==> src/rtl/wdog_pkg.sv <==
package wdog_pkg;
  typedef enum logic [1:0] {
    WD_IDLE  = 2'd0,
    WD_ARMED = 2'd1,
    WD_PULSE = 2'd2
  } wdState_t;

  typedef struct packed {
    logic loadTarget;
    logic clearTarget;
    logic clearCount;
    logic incCount;
  } wdStrobes_t;
endpackage

==> src/rtl/wdog_datapath.sv <==
module wdog_datapath
  import wdog_pkg::*;
#(
  parameter int DW = 32
) (
  input  logic          clk,
  input  logic          rstN,
  input  wdStrobes_t    st,
  input  logic [DW-1:0] wrData,
  output logic [DW-1:0] target,
  output logic          hit,
  output logic          wrIsZero
);
  logic [DW-1:0] count;
  logic [DW-1:0] countNext;

  assign countNext = count + DW'(1);
  assign hit       = (countNext == target);
  assign wrIsZero  = (wrData == '0);

  always_ff @(posedge clk) begin
    if (!rstN)               target <= '0;
    else if (st.loadTarget)  target <= wrData;
    else if (st.clearTarget) target <= '0;
  end

  always_ff @(posedge clk) begin
    if (!rstN)              count <= '0;
    else if (st.clearCount) count <= '0;
    else if (st.incCount)   count <= countNext;
  end

  // incrementing only ever happens strictly below the limit
  assert_cnt_below_target_R5: assert property (@(posedge clk) disable iff (!rstN)
    st.incCount |-> (count < target));
endmodule

==> src/rtl/wdog_control.sv <==
module wdog_control
  import wdog_pkg::*;
#(
  parameter int PULSE_LEN = 16
) (
  input  logic       clk,
  input  logic       rstN,
  input  logic       wrEn,
  input  logic       wrIsZero,
  input  logic       hit,
  output wdStrobes_t st,
  output logic       armed,
  output logic       inPulse
);
  localparam int PW = (PULSE_LEN > 1) ? $clog2(PULSE_LEN) : 1;
  localparam logic [PW-1:0] PLAST = PW'(PULSE_LEN - 1);

  wdState_t state, stateNext;
  logic [PW-1:0] pulseCnt;

  always_comb begin
    stateNext = state;
    st = '0;
    case (state)
      WD_IDLE, WD_ARMED: begin
        if (wrEn) begin
          st.loadTarget = 1'b1;
          st.clearCount = 1'b1;
          stateNext = wrIsZero ? WD_IDLE : WD_ARMED;
        end else if (state == WD_ARMED) begin
          if (hit) begin
            st.clearTarget = 1'b1;
            st.clearCount  = 1'b1;
            stateNext = WD_PULSE;
          end else begin
            st.incCount = 1'b1;
          end
        end
      end
      WD_PULSE: begin
        if (pulseCnt == PLAST) stateNext = WD_IDLE;
      end
      default: stateNext = WD_IDLE;
    endcase
  end

  always_ff @(posedge clk) begin
    if (!rstN) begin
      state    <= WD_IDLE;
      pulseCnt <= '0;
    end else begin
      state <= stateNext;
      if (state == WD_PULSE) pulseCnt <= pulseCnt + PW'(1);
      else                   pulseCnt <= '0;
    end
  end

  assign armed   = (state == WD_ARMED);
  assign inPulse = (state == WD_PULSE);

  // a pulse only begins from an armed count hitting its limit without a write
  assert_pulse_from_hit_R3: assert property (@(posedge clk) disable iff (!rstN)
    $rose(inPulse) |-> $past(armed && hit && !wrEn));

  // an accepted write never leads into a pulse
  assert_write_wins_R8: assert property (@(posedge clk) disable iff (!rstN)
    (wrEn && !inPulse) |=> !inPulse);

  // a zero write always leaves the block idle
  assert_zero_disarms_R4: assert property (@(posedge clk) disable iff (!rstN)
    (wrEn && wrIsZero && !inPulse) |=> (!armed && !inPulse));

  // the pulse is not cut short by writes
  assert_pulse_holds_R7: assert property (@(posedge clk) disable iff (!rstN)
    (inPulse && pulseCnt != PLAST) |=> inPulse);
endmodule

==> src/rtl/wdog_reset_timer.sv <==
module wdog_reset_timer
  import wdog_pkg::*;
#(
  parameter int DW        = 32,
  parameter int PULSE_LEN = 16
) (
  input  logic          clk,
  input  logic          rstN,
  input  logic          wrEn,
  input  logic [DW-1:0] wrData,
  output logic [DW-1:0] rdData,
  output logic          running,
  output logic          periRstN,
  output logic          sysRstN
);
  wdStrobes_t st;
  logic hit, wrIsZero, inPulse;

  wdog_datapath #(.DW(DW)) uDp (
    .clk(clk), .rstN(rstN), .st(st), .wrData(wrData),
    .target(rdData), .hit(hit), .wrIsZero(wrIsZero)
  );

  wdog_control #(.PULSE_LEN(PULSE_LEN)) uCtl (
    .clk(clk), .rstN(rstN), .wrEn(wrEn), .wrIsZero(wrIsZero), .hit(hit),
    .st(st), .armed(running), .inPulse(inPulse)
  );

  assign periRstN = ~inPulse;
  assign sysRstN  = ~inPulse;

  // the limit register reads zero throughout a pulse
  assert_cleared_in_pulse_R6: assert property (@(posedge clk) disable iff (!rstN)
    inPulse |-> (rdData == '0 && !running));
endmodule

==> config.mk <==
export PLATFORM = sky130hd
export DESIGN_NAME = wdog_reset_timer
export DESIGN_NICKNAME = d
export VERILOG_FILES = /design/src/rtl/wdog_pkg.sv /design/src/rtl/wdog_datapath.sv /design/src/rtl/wdog_control.sv /design/src/rtl/wdog_reset_timer.sv
export SDC_FILE = /design/constraint.sdc
export NUM_CORES = 1
export LEC_CHECK = 0
export BUFFER_PORTS_ARGS = -buffer_cell sky130_fd_sc_hd__buf_2
export CAP_MARGIN = 20
export CELL_PAD_IN_SITES_DETAIL_PLACEMENT = 2
export CELL_PAD_IN_SITES_GLOBAL_PLACEMENT = 2
export CORE_MARGIN = 10
export CORE_UTILIZATION = 30
export DETAILED_ROUTE_END_ITERATION = 8
export GPL_ROUTABILITY_DRIVEN = 0
export PLACE_DENSITY_LB_ADDON = 0.1
export SLEW_MARGIN = 20
export SYNTH_ARGS = -nofsm -noshare
export SYNTH_HDL_FRONTEND = slang
export SYNTH_SLANG_ARGS = --single-unit
==> constraint.sdc <==
create_clock -name clk -period 2.8 [get_ports clk]
set_input_delay 0.28 -clock clk [delete_from_list [all_inputs] [get_ports clk]]
set_output_delay 0.28 -clock clk [all_outputs]
set_load 0.02 [all_outputs]
==> out/qor.csv, run 1 <==
stage,metric,value,unit
layout,layout-drive-gt1-share,0.4608,
detailed_routing,antenna_left,0,
yosys,netlist.area_leader.share,0.3068,
critical_path,startpoint,uDp.count[21],
detailed_routing,vias_per_cell,6.100,
clock_tree,clock-sinks,70,
timing,worstMarginPinSlew,0.6309,ns
clock_tree,clkLatencyLatePin,0.36,ns
critical_path,r2r_slack,-0.47,ns
critical_path,worst-path-buf-inv,5,
yosys,synth_top_family_by_area,simple AND/OR/NAND/NOR gates,
critical_path,worstSetupEndpointType,flop,
timing,final_hold_viol_count,0,
yosys,synth.largest_area_cell,dfxtp_1,
yosys,synth-seq-cells,70,
clock_tree,cts_tree,done,
placement,port_buffers,69,
yosys,synthSimpleGateAreaFrac,0.3195,
detailed_routing,drt_first_iter_violations,538,
yosys,ys_warn_count,0,
yosys,synthMuxAreaShare,0.01562,
critical_path,cpLargestDelayFamily,compound AO/OA/AOI/OAI gates,
floorplanning,die-area,0.02056,mm^2
timing,fmax,305.9,MHz
detailed_routing,first_pass_iters,5,
yosys,synthDistinctLibCells,65,
critical_path,critPathMaxStageDelay,0.57,ns
timing,holdWs,0.1437,ns
power_and_ir_drop,power.leakage,2.846,nW
timing,drv_slew,0,
power_and_ir_drop,ir_worst_vdd,0.2829,mV
critical_path,critPathSlowestCell,or4_4,
detailed_routing,wl,28050,um
detailed_routing,wl_per_cell,29.41,um
clock_tree,postCtsHoldBufs,0,
global_routing,grt_pass1_vias,6227,
floorplanning,die_width,143.4,um
critical_path,cp_cell_sequence,buf_4 > buf_4 > xor2_1 > inv_1 > a221o_1 > a2111oi_2 > nand4b_1 > or4_4 > buf_6 > buf_12 > a22oi_2 > o31ai_2,
clock_tree,clock-root-buffer,clkbuf_16,
hold_path,holdCritStartpoint,wrData[24],
layout,finalInstanceArea,0.006977,mm^2
critical_path,required,3.03,ns
floorplanning,num_rows,45,
global_routing,antenna_found_initial,1,
status,status,"complete, but fails checks",
timing,fin_crit_sh,1.167,
yosys,syn_avg_cell_area,7.929,um^2
clock_tree,cts_made_buffers,9,
critical_path,start_kind,flop,
yosys,synth_fa_ha_area_frac,0.005479,
layout,fin_nets,798,
yosys,synth_fp_nets,613,
yosys,synth_edf_count,0,
global_routing,met3_usage,0.05578,
yosys,synthCells,576,
timing,finalSetupViolations,66,
placement,postPlaceCellArea,0.005982,mm^2
yosys,synth_area_leaders,"dfxtp_1, nand3_1, xnor2_1",
critical_path,cp_max_fo,20,
clock_tree,clkTransAtPathRegs,0.06,ns
global_routing,met1_usage,0.3062,
yosys,yosys_most_used_dff,dfxtp_1,
power_and_ir_drop,power,2.725,mW
timing,maxSlewHeadroom,0.5790,
floorplanning,core,0.01503,mm^2
yosys,async_flop_share,0,
global_routing,grt_pass1_wl,38730,um
global_routing,grt_overflow,0,
status,violations,setup timing,
yosys,synth_seq_area_share,0.3068,
timing,setup_ws,-0.4685,ns
timing,rsz0062_at_grt,yes,
critical_path,timing.rr.start,uDp.count[21],
power_and_ir_drop,powerDensity,390.6,mW/mm^2
layout,syn_to_final_growth,52.77,%
detailed_routing,drc,0,
yosys,synth_area,0.004567,mm^2
hold_path,hp-class,in2reg,
critical_path,crit_arrival,3.50,ns
critical_path,crit_type,reg2reg,
global_routing,grt_usage,0.2502,
placement,place_hpwl,17380,um
floorplanning,die_y,143.4,um
timing,fin_worst_skew,0.009650,ns
detailed_routing,num_vias,5819,
global_routing,grt_max_degree,47,
yosys,synth_xor_area_frac,0.08055,
timing,layout_min_cycle_time,3.269,ns
critical_path,critPathMostFrequentCell,buf_4,
clock_tree,h-tree-depth,3,
run,cap_violations,0,
layout,antenna_cells,0,
global_routing,grt_util_met2,0.4092,
floorplanning,initial_core_util,0.3038,
floorplanning,ios,70,
clock_tree,cts_max_path_buffers,2,
yosys,synth_compound_area_frac,0.1973,
global_routing,grt_busiest_layer,met2,
-- layout by cell type (no fill, tap or decap), drive strengths merged, types with 6 or more instances in the layout --
cell    instances
buf           230
dfxtp          70
nand2          63
nand3          63
o21ai          45
nand4          30
xnor2          29
nor2           19
nor4           15
a31oi          14
xor2           13
o31ai          13
clkbuf         12
nor3           12
inv            10
a21oi          10
and4           10
and3           10
a22oi           9
or3             8
nor2b           6
o311ai          6
mux2i           6
-- metal layers --
| metal | share of wire | wire length, um |
|---|---|---|
| met5 | 0 | 0 |
| met2 | 0.48 | 13570 |
| met1 | 0.40 | 11350 |
| met3 | 0.073 | 2041 |
| met4 | 0.039 | 1098 |
-- report_power, final --
part           switching [mW]  leakage [nW]  internal [mW]  total (mW)
Clock                   0.479         0.157          0.802        1.28
Sequential             0.0393         0.585           1.01        1.05
Combinational           0.247          2.10          0.144       0.391
-- logic make-up (layout without fill, tap and decap cells) --
| logic type | Yosys count | in the layout |
|---|---|---|
| fa+ha+maj | 2 | 2 |
| compound gates | 127 | 127 |
| xor+xnor | 42 | 42 |
| buf+inv | 66 | 256 |
| simple gates | 262 | 262 |
| flops | 70 | 70 |
| mux | 7 | 7 |
-- through the flow --
stage,util,setup WS (ns),setup TNS (ns),instances
after CTS,0.4461,-0.1358,-5.751,949
final,0.4641,-0.4685,-27.18,954
after global routing,0.4641,-0.4767,-28.32,954
after floorplan,-,0.03627,0,576
after detailed placement,0.3979,-0.5706,-32.77,921
after global placement,0.3979,-0.4723,-26.40,921
-- worst min-delay path, cell delays in order --
cell	delay, ns
buf_2	0.09
nand2_1	0.04
o21ai_1	0.05
-- what timing repair did --
action / CTS / global route
buffers inserted: 10 / 5
cloned: 2 / 0
resized for setup: 87 / 52
endpoints found under the setup margin: 66 / 66
pin swaps: 36 / 17
-- synthesized netlist by cell type (10+ instances only) --
cell type / number
buf_2: 18
xor2_1: 13
nand3_1: 62
xnor2_1: 29
nor2_1: 18
o21ai_1: 36
dfxtp_1: 70
a31oi_1: 14
a21oi_1: 10
nand4_1: 26
buf_4: 11
and4_1: 10
clkbuf_1: 21
nor3_1: 10
inv_1: 10
and3_1: 10
nor4_1: 14
nand2_1: 62
o31ai_1: 13
-- area by class of cell --
type / count / area (um^2)
fillers: 1629 / 8056
multi-input cells: 440 / 3224
repair buffers: 230 / 1699
flip-flops and latches: 70 / 1464
clock buffers: 12 / 246.5
well taps: 188 / 235.2
clock inverters: 4 / 70.07
inverters: 10 / 37.54
-- sequential cells by signal, summed over array words and instances, names as in the netlist --
signal         flops
uCtl.state         2
uDp.target        32
uCtl.pulseCnt      4
uDp.count         32
-- worst paths after layout --
path                       to  cells after the start
max reg2reg     uDp.count[22]                     12
min            uDp.target[24]                      3
max             uDp.count[22]                     12
min reg2reg  uCtl.pulseCnt[0]                      1
Note: power is estimated with default switching activity, not from simulation.
==> run 2: changes to the inputs <==
Settings changed: RECOVER_POWER set to 100, REMOVE_ABC_BUFFERS set to 1.
==> out/qor.csv, run 2 (synthesized netlist as in run 1, its figures left out) <==
stage,metric,value,unit
floorplanning,initial_core_util,0.3038,
timing,holdWs,0.1428,ns
layout,final_common_cell,buf_4,
clock_tree,postCtsHoldBufs,0,
power_and_ir_drop,powerDensity,391.4,mW/mm^2
layout,syn_to_final_growth,61.10,%
detailed_routing,vias_per_cell,6.512,
critical_path,crit_type,reg2reg,
placement,place_hpwl,17760,um
layout,top_regs,"uDp.count (32), uDp.target (32), uCtl.pulseCnt (4)",
clock_tree,clock-root-buffer,clkbuf_16,
detailed_routing,first_pass_iters,5,
detailed_routing,wl_per_cell,34.53,um
status,status,"complete, but fails checks",
critical_path,worstSetupEndpointType,flop,
critical_path,crit_arrival,3.37,ns
timing,setup_ws,-0.3340,ns
floorplanning,die_y,143.4,um
clock_tree,clkLatencyLatePin,0.37,ns
clock_tree,cts_tree,done,
timing,layout_min_cycle_time,3.134,ns
global_routing,grt_overflow,0,
floorplanning,num_rows,45,
timing,rsz0062_at_grt,yes,
placement,port_buffers,69,
status,violations,setup timing,
timing,maxSlewHeadroom,0.5399,
floorplanning,die_width,143.4,um
timing,drv_slew,0,
detailed_routing,num_vias,6310,
detailed_routing,drt_first_iter_violations,741,
detailed_routing,antenna_left,0,
clock_tree,clock-sinks,70,
timing,fin_worst_skew,0.01029,ns
detailed_routing,wl,33460,um
hold_path,hp-class,in2reg,
global_routing,grt_pass1_wl,43150,um
clock_tree,cts_max_path_buffers,2,
layout,antenna_cells,0,
critical_path,required,3.04,ns
timing,finalSetupViolations,66,
global_routing,grt_usage,0.2819,
timing,worstMarginPinSlew,0.6901,ns
detailed_routing,drc,0,
global_routing,grt_max_degree,47,
timing,final_hold_viol_count,0,
floorplanning,die-area,0.02056,mm^2
run,cap_violations,0,
power_and_ir_drop,power.leakage,2.908,nW
global_routing,grt_pass1_vias,6583,
timing,fmax,319.1,MHz
global_routing,antenna_found_initial,0,
clock_tree,h-tree-depth,3,
layout,fin_nets,814,
critical_path,start_kind,flop,
timing,fin_crit_sh,1.119,
layout,final_util,0.4894,
clock_tree,cts_made_buffers,9,
clock_tree,clkTransAtPathRegs,0.06,ns
floorplanning,ios,70,
floorplanning,core,0.01503,mm^2
layout,fill_cells,1612,
layout,layout-drive-gt1-share,0.4686,
critical_path,cp_max_fo,5,
layout,layout_common_cells,"buf_4, nand2_1, nand3_1",
power_and_ir_drop,ir_worst_vdd,0.3738,mV
-- run 2: changes by cell type in the layout (fill, tap and decap cells not counted), sizes merged --
| cell | before | now |
|---|---|---|
| bufinv | 2 | 3 |
| buf | 230 | 209 |
| clkbuf | 12 | 46 |
| clkinvlp | 0 | 1 |
-- run 2: cell type report --
class                   instances  area [um^2]  area share
multi-input cells             440         3441      0.4677
repair buffers                246         1851      0.2515
flip-flops and latches         70         1456      0.1980
well taps                     188        235.2     0.03197
clock buffers                   9        225.2     0.03061
clock inverters                 6        111.4     0.01514
inverters                      10        37.54    0.005102
-- run 2: report_power, final --
group	switching [mW]	internal [mW]
clock network	0.533	0.866
logic	0.275	0.145
registers	0.0451	1.02
total	0.853	2.03
-- run 2: stage by stage --
step / cells / setup WS [ns] / instance area (um^2) / TNS, ns / total power, mW
5_1_grt: 969 / -0.4232 / 7357 / -22.98 / 2.941
3_5_place_dp: 920 / -0.5063 / 5952 / -26.25 / 1.425
6_report: 969 / -0.3340 / 7357 / -17.83 / 2.879
3_3_place_gp: 920 / -0.3620 / 5952 / -19.80 / 1.415
4_1_cts: 955 / -0.1556 / 6948 / -4.466 / 2.792
2_1_floorplan: 520 / -0.9371 / 4263 / -52.48 / 1.231
-- run 2: metal layers --
metal / part of all wire / global-route usage
met3: 0.080 / 0.08152
met1: 0.38 / 0.3240
met4: 0.058 / 0.1408
met2: 0.48 / 0.4679
met5: 0 / 0
-- run 2: final timing paths --
check	startpoint	end	slack, ns	cells past startpoint
worst min-delay path	wrData[8]	uDp.target[8]	0.14	3
worst max-delay path	uDp.count[20]	uDp.count[24]	-0.33	10
worst min register to register	uCtl.pulseCnt[0]	uCtl.pulseCnt[0]	0.49	1
worst max register to register	uDp.count[20]	uDp.count[24]	-0.33	10
-- run 2: critical path, cell delays in order, from the launching register on --
cell	delay, ns
dfxtp_1	0.48
buf_4	0.21
nand3_1	0.22
or4_4	0.61
a21oi_2	0.17
nand4b_1	0.13
or4_4	0.57
buf_6	0.18
buf_12	0.14
a22oi_2	0.17
o31ai_1	0.12
-- run 2: what timing repair did --
item	CTS	global route
pin swaps	37	38
cloned	3	2
endpoints found under the setup margin	66	66
buffers inserted	17	13
resized for setup	113	64
==> run 3: changes to the inputs <==
--- a/config.mk
+++ b/config.mk
@@ -15,2 +15,3 @@
 export GPL_ROUTABILITY_DRIVEN = 0
+export HOLD_SLACK_MARGIN = 0.05
 export PLACE_DENSITY_LB_ADDON = 0.1
==> constraint.sdc (replaced) <==
create_clock -name clk -period 2.8 [get_ports clk]
set_input_delay 0.14 -clock clk [delete_from_list [all_inputs] [get_ports clk]]
set_output_delay 0.14 -clock clk [all_outputs]
set_load 0.02 [all_outputs]
==> out/qor.csv, run 3 (synthesized netlist as in run 1, its figures left out) <==
stage,metric,value,unit
floorplanning,initial_core_util,0.3038,
detailed_routing,drc,0,
timing,maxSlewHeadroom,0.5710,
clock_tree,cts_max_path_buffers,2,
timing,fmax,306.1,MHz
detailed_routing,wl_per_cell,32.54,um
clock_tree,clkLatencyLatePin,0.36,ns
layout,finalInstanceArea,0.007579,mm^2
clock_tree,clkTransAtPathRegs,0.06,ns
power_and_ir_drop,ir_worst_vdd,0.3397,mV
critical_path,start_kind,flop,
detailed_routing,met1Wirelength,12940,um
critical_path,crit_arrival,3.49,ns
layout,seqCellArea,0.001439,mm^2
clock_tree,clock-sinks,70,
critical_path,worst-path-buf-inv,5,
floorplanning,die_y,143.4,um
power_and_ir_drop,power.leakage,3.008,nW
clock_tree,clock-root-buffer,clkbuf_16,
placement,port_buffers,69,
floorplanning,ios,70,
run,cap_violations,0,
detailed_routing,routed-wl-met3,2214,um
layout,multi_input_area,0.003465,mm^2
timing,worstMarginPinSlew,0.6376,ns
timing,drv_slew,0,
detailed_routing,wl,32090,um
detailed_routing,vias_per_cell,6.267,
clock_tree,h-tree-depth,3,
power_and_ir_drop,powerDensity,373.3,mW/mm^2
layout,layout-drive-gt1-share,0.4373,
layout,syn_to_final_growth,65.95,%
floorplanning,core,0.01503,mm^2
critical_path,critPathSlowestCell,or4_4,
global_routing,grt_pass1_vias,6451,
placement,place_hpwl,17380,um
placement,postPlaceCellArea,0.005904,mm^2
global_routing,antenna_found_initial,0,
timing,final_hold_viol_count,0,
detailed_routing,drt_first_iter_violations,543,
floorplanning,die_width,143.4,um
detailed_routing,first_pass_iters,5,
detailed_routing,met2_wirelength,15220,um
global_routing,grt_overflow,0,
clock_tree,cts_tree,done,
floorplanning,die-area,0.02056,mm^2
status,violations,setup timing,
critical_path,worstSetupEndpointType,flop,
layout,antenna_cells,0,
timing,holdWs,0.1019,ns
critical_path,cpLargestDelayFamily,simple AND/OR/NAND/NOR gates,
layout,top_regs,"uDp.count (32), uDp.target (32), uCtl.pulseCnt (4)",
critical_path,crit_type,reg2reg,
critical_path,cp_cell_sequence,buf_6 > and4_4 > buf_4 > buf_4 > nand3_2 > o31ai_1 > a21oi_1 > nand4b_1 > or4_4 > buf_12 > buf_12 > a31oi_4 > mux2i_1,
status,status,"complete, but fails checks",
clock_tree,cts_made_buffers,9,
detailed_routing,antenna_left,0,
timing,setup_ws,-0.4672,ns
critical_path,critPathMaxStageDelay,0.61,ns
hold_path,hp-class,in2reg,
floorplanning,num_rows,45,
global_routing,grt_max_degree,47,
timing,layout_min_cycle_time,3.267,ns
critical_path,required,3.02,ns
layout,final_common_cell,buf_4,
timing,finalSetupViolations,66,
global_routing,grt_pass1_wl,40250,um
global_routing,grt_usage,0.2580,
power_and_ir_drop,power,2.829,mW
detailed_routing,num_vias,6179,
timing,rsz0062_at_grt,yes,
layout,fill_cells,1578,
critical_path,cp_max_fo,6,
layout,fin_nets,830,
detailed_routing,top_layer,met4,
timing,fin_worst_skew,0.007033,ns
timing,fin_crit_sh,1.167,
layout,layout_common_cells,"buf_4, nand2_1, nand3_1",
run 3: cell count changes in the layout (fill, tap and decap cells not counted), moves of 4 or more:
cell | previous run | this run
dlygate4sd3_1 | 0 | 28
buf_4 | 149 | 134
dfxtp_1 | 48 | 54
dfxtp_4 | 11 | 7
run 3: worst paths after layout:
path | from | to | slack, ns | cells after the start
worst max-delay path | uDp.count[1] | uDp.count[12] | -0.47 | 13
worst min-delay path | wrData[2] | uDp.target[2] | 0.10 | 3
worst max register to register | uDp.count[1] | uDp.count[12] | -0.47 | 13
worst min register to register | uCtl.pulseCnt[0] | uCtl.pulseCnt[0] | 0.46 | 1
run 3: worst reg2reg max path, cell delays in order (launching register included):
cell and delay [ns]:
dfxtp_2 0.38, buf_6 0.13, and4_4 0.24, buf_4 0.13, buf_4 0.13, nand3_2 0.17
o31ai_1 0.41, a21oi_1 0.13, nand4b_1 0.21, or4_4 0.61, buf_12 0.19, buf_12 0.14
a31oi_4 0.14, mux2i_1 0.13
run 3: power breakdown:
part	internal, mW	switching (mW)	total, mW
sequential	1.02	0.0460	1.06
clock	0.780	0.527	1.31
combinational	0.176	0.281	0.456
run 3: final cells by class:
| cell class | count | area share |
|---|---|---|
| clock inverter | 6 | 0.01139 |
| clock buffer | 10 | 0.03021 |
| sequential | 70 | 0.1899 |
| inverter | 10 | 0.004953 |
| multi-input combinational | 440 | 0.4572 |
| tap | 188 | 0.03104 |
| timing repair buffer | 262 | 0.2754 |
run 3: per-layer routing:
layer / vias to the layer above / GRT usage
li1: 2582 / -
met1: 3134 / 0.3227
met2: 338 / 0.4275
met3: 125 / 0.04950
met4: 0 / 0.09941
met5: - / 0
run 3: metrics by stage:
step	util	setup slack, ns	instances	TNS (ns)
floorplan	-	-0.9371	520	-52.48
global placement	0.3928	-0.3454	912	-18.79
detailed placement	0.3928	-0.4860	912	-24.52
CTS	0.4628	-0.1621	973	-8.249
global route	0.5041	-0.4917	986	-25.85
finish	0.5041	-0.4672	986	-26.15
run 3: timing repair:
action	CTS	global route
gates cloned	2	5
endpoints found under the hold margin	28	0
gates resized for setup	79	94
pin swaps	14	58
hold buffers	28	0
buffers inserted	15	8
endpoints found under the setup margin	66	66
